===== config.mk =====
export PLATFORM = sky130hd
export DESIGN_NAME = bcd_add_core
export DESIGN_NICKNAME = d
export VERILOG_FILES = /design/src/rtl/bcd_add_pkg.sv /design/src/rtl/bcd_full_add.sv /design/src/rtl/bcd_ripple.sv /design/src/rtl/bcd_digit_add.sv /design/src/rtl/bcd_add_core.sv
export SDC_FILE = /design/constraint.sdc
export NUM_CORES = 1
export LEC_CHECK = 0
export BUFFER_PORTS_ARGS = -buffer_cell sky130_fd_sc_hd__clkbuf_2
export CAP_MARGIN = 5
export CELL_PAD_IN_SITES_DETAIL_PLACEMENT = 1
export CELL_PAD_IN_SITES_GLOBAL_PLACEMENT = 2
export CORE_MARGIN = 2
export CORE_UTILIZATION = 25
export DETAILED_ROUTE_END_ITERATION = 8
export PLACE_DENSITY_LB_ADDON = 0.1
export SLEW_MARGIN = 20
export SYNTH_ARGS = -nofsm -noshare
export SYNTH_HDL_FRONTEND = slang
export SYNTH_SLANG_ARGS = --single-unit

===== constraint.sdc =====
create_clock -name vclk -period 8
set_input_delay 1.2 -clock vclk [all_inputs]
set_output_delay 1.2 -clock vclk [all_outputs]
set_load 0.1 [all_outputs]

===== src/rtl/bcd_add_pkg.sv =====
`timescale 1ns/1ps
package bcd_add_pkg;
  localparam int DIG_W = 4;

  // An intermediate {carry, s3..s0} is above nine when it carried out of bit 3
  // or when bit 3 is set together with bit 2 or bit 1.
  function automatic logic dec_over(input logic [DIG_W:0] t);
    return t[4] | (t[3] & (t[2] | t[1]));
  endfunction

  // Operand of the correction stage: 0110 when the correction is needed.
  function automatic logic [DIG_W-1:0] fix_operand(input logic need);
    return {1'b0, need, need, 1'b0};
  endfunction
endpackage


===== src/rtl/bcd_full_add.sv =====
`timescale 1ns/1ps
module bcd_full_add (
  input  logic a,
  input  logic b,
  input  logic ci,
  output logic s,
  output logic co
);
  logic p;
  assign p  = a ^ b;
  assign s  = p ^ ci;
  assign co = (a & b) | (ci & p);
endmodule


===== src/rtl/bcd_ripple.sv =====
`timescale 1ns/1ps
module bcd_ripple #(
  parameter int W = 4
) (
  input  logic [W-1:0] a,
  input  logic [W-1:0] b,
  input  logic         ci,
  output logic [W-1:0] s,
  output logic         co
);
  logic [W:0] c;
  assign c[0] = ci;

  for (genvar i = 0; i < W; i++) begin : g_bit
    bcd_full_add fa_i (
      .a  (a[i]),
      .b  (b[i]),
      .ci (c[i]),
      .s  (s[i]),
      .co (c[i+1])
    );
  end

  assign co = c[W];
endmodule


===== src/rtl/bcd_digit_add.sv =====
`timescale 1ns/1ps
module bcd_digit_add
  import bcd_add_pkg::*;
(
  input  logic [DIG_W-1:0] a,
  input  logic [DIG_W-1:0] b,
  input  logic             ci,
  output logic [DIG_W-1:0] s,
  output logic             co,
  output logic             fix_co
);
  logic [DIG_W-1:0] raw_s;
  logic             raw_c;
  logic [DIG_W-1:0] fix_b;

  // Stage one: plain binary sum of the two digits and the incoming carry.
  bcd_ripple #(.W(DIG_W)) raw_add (
    .a  (a),
    .b  (b),
    .ci (ci),
    .s  (raw_s),
    .co (raw_c)
  );

  assign co    = dec_over({raw_c, raw_s});
  assign fix_b = fix_operand(co);

  // Stage two: add six when the digit overflowed; its carry is not part of the sum.
  bcd_ripple #(.W(DIG_W)) fix_add (
    .a  (raw_s),
    .b  (fix_b),
    .ci (1'b0),
    .s  (s),
    .co (fix_co)
  );
endmodule


===== src/rtl/bcd_add_core.sv =====
`timescale 1ns/1ps
module bcd_add_core
  import bcd_add_pkg::*;
#(
  parameter int NDIG = 2,
  localparam int W = NDIG * DIG_W
) (
  input  logic [W-1:0] a_i,
  input  logic [W-1:0] b_i,
  output logic [W-1:0] sum_o
);
  // dcarry[k] enters digit k; dcarry[NDIG] leaves the top digit and is dropped.
  logic [NDIG:0]   dcarry;
  logic [NDIG-1:0] fix_co;

  assign dcarry[0] = 1'b0;

  for (genvar k = 0; k < NDIG; k++) begin : g_dig
    bcd_digit_add dig_i (
      .a      (a_i[k*DIG_W +: DIG_W]),
      .b      (b_i[k*DIG_W +: DIG_W]),
      .ci     (dcarry[k]),
      .s      (sum_o[k*DIG_W +: DIG_W]),
      .co     (dcarry[k+1]),
      .fix_co (fix_co[k])
    );
  end
endmodule


==> results.md <==
* Slew @ Worst Pin at 541 ps
* Outcome: complete, no violations
* Syn Inst Count at 41
* FFs & Latches at 0
* Post-Syn Nets at about 70
* Most frequent cells in the layout: 24 x clkbuf_2, 13 x inv_1, 9 x fa_1, 3 x ha_1
* Initial core utilization at about a quarter
* Chip Height at approximately 43 microns
* RSZ-0062 raised after global routing: no
* Hold Path Sink: sum_o[0]
* DR WL/cell at 8.44 microns
* Netlist cell types at 9
* Routability Congestion at 0.682
* Layout cells sized above 1 at approximately 44%
* Die width at around 43 microns
* Most common cell after layout, fill and taps aside: clkbuf_2
* FF+latch area at 0 sq um
* Max_slew headroom at between 60% and 70%
* Startpoint Class: input port
* Routed wire length at 616 microns
* Area grow syn2layout at 20.7%
* First-pass GRT wire length at roughly 1.1 mm
* CTS-repair resized insts at 0
* Hold depth at 3
* Mean Syn Cell Area at between 9 and 10 sq um
* Max cap viols at 0
* Vias in the first global route at 270
* Layout clock buffer count at 0
* Synth top area share at between 40% and 50%
* I/O pin count at 24
* Total track usage at approximately 7%
* Initial antenna violation count at 0
* Final setup fails at 0
* Synth top area cells: fa_1 47%, buf_4 16%, inv_1 13%
* DR vias/cell at 3.93
* Setup TNS at 0 ps
* Hold Crit Start: b_i[0]
* Hold Violations, Final at 0
* Synth Cell Area at ~390 sq um
* Post-DRT Antenna Nets at 0
* FMAX at between 100 and 150 MHz
* # diodes at 0
* Critical Path End Type: output port
* Final Instance Area at roughly 470 sq um
* Setup CP Type: in2out
* CP Data Arrival Time at between 5000 and 6000 ps
* Total die area at approximately 1900 sq um
* Starting DRT DRC Count at 1
* Sequential cell area fraction in the yosys report at 0%
* Required time of the critical path at around 6800 ps
* Placed inst area at 467 sq um
* Largest net degree at the start of global routing at 4
* DRC Markers at 0
* Pre-antenna DRT Iters at 2
* Final Cycle Share at between 80% and 90%
* Core ar. at between 1000 and 1500 sq um
* Vias at about 290
* # fillers at 187
* Slew Limit Fails at 0
* Ys Warns at 0
* Port Buf Inserts at 24
* Grt ovf at 0
* Final worst path period need at 7020 ps
* Site Rows at 14
* Synth area leader: fa_1
* Buffer count from post-CTS setup fixing at 0
* CTS Hold Bufs at 0
* Type of the most critical hold path: in2out
* Fin nets at between 80 and 90
* CP Max Fanout at 3
* Area of the multi-input gates at between 200 and 300 sq um
## Yosys cell counts
cell and n:
o21ai_0 2, ha_1 3, o21a_1 2, xor2_1 2, nor2_1 1, fa_1 9, inv_1 13, nor2b_4 1
buf_4 8
## routing by layer
metal | wire length, microns | track usage, %
met1 | 288 | 11.8
met2 | 268 | 10.1
met3 | 58 | 0.426
met4 | 0 | 0
met5 | 0 | 0
## worst max path at each step
stage	endpoint	slack, ps	depth (start not counted)	from
4_1_cts	sum_o[7]	930	18	a_i[0]
6_report	sum_o[7]	980	18	a_i[0]
5_1_grt	sum_o[7]	670	18	a_i[0]
3_5_place_dp	sum_o[7]	930	18	a_i[0]
3_3_place_gp	sum_o[7]	1020	18	a_i[0]
2_1_floorplan	sum_o[7]	1470	17	a_i[0]
## through the flow
step / util, % / setup WS [ps] / hold WS, ps / cells
detailed placement: 31.7 / 929 / 3030 / 73
global placement: 31.7 / 1020 / 3030 / 73
finish: 31.7 / 976 / 3030 / 73
floorplan: - / 1470 / 2770 / 41
CTS: 31.7 / 928 / 3030 / 73
global route: 31.7 / 674 / 3050 / 73
## kinds of logic after synthesis
group	count (synthesis)	synth area share, %
xor gates and xnor gates	2	4.53
adders and majority gates	12	56.3
and+or+nand+nor	2	4.53
AOI/OAI and AO/OA	4	6.47
buffers and inverters	21	28.2
## final cells by class
class                      instances  share of cell area (%)
timing repair buffer              24                    25.7
inverter                          13                    10.5
tap                               16                    4.29
multi-input combinational         20                    59.5
## critical path: stages
cell	delay, ps
clkbuf_2	80
ha_1	200
fa_1	380
fa_1	370
inv_1	80
fa_1	450
o21ai_0	310
fa_1	260
fa_1	170
inv_1	50
fa_1	380
fa_1	500
o21ai_0	210
ha_1	180
inv_1	50
fa_1	370
xor2_1	130
clkbuf_2	470
Power is not shown: default switching activity piles up to over one toggle a cycle in this logic, so the estimate is an artifact.
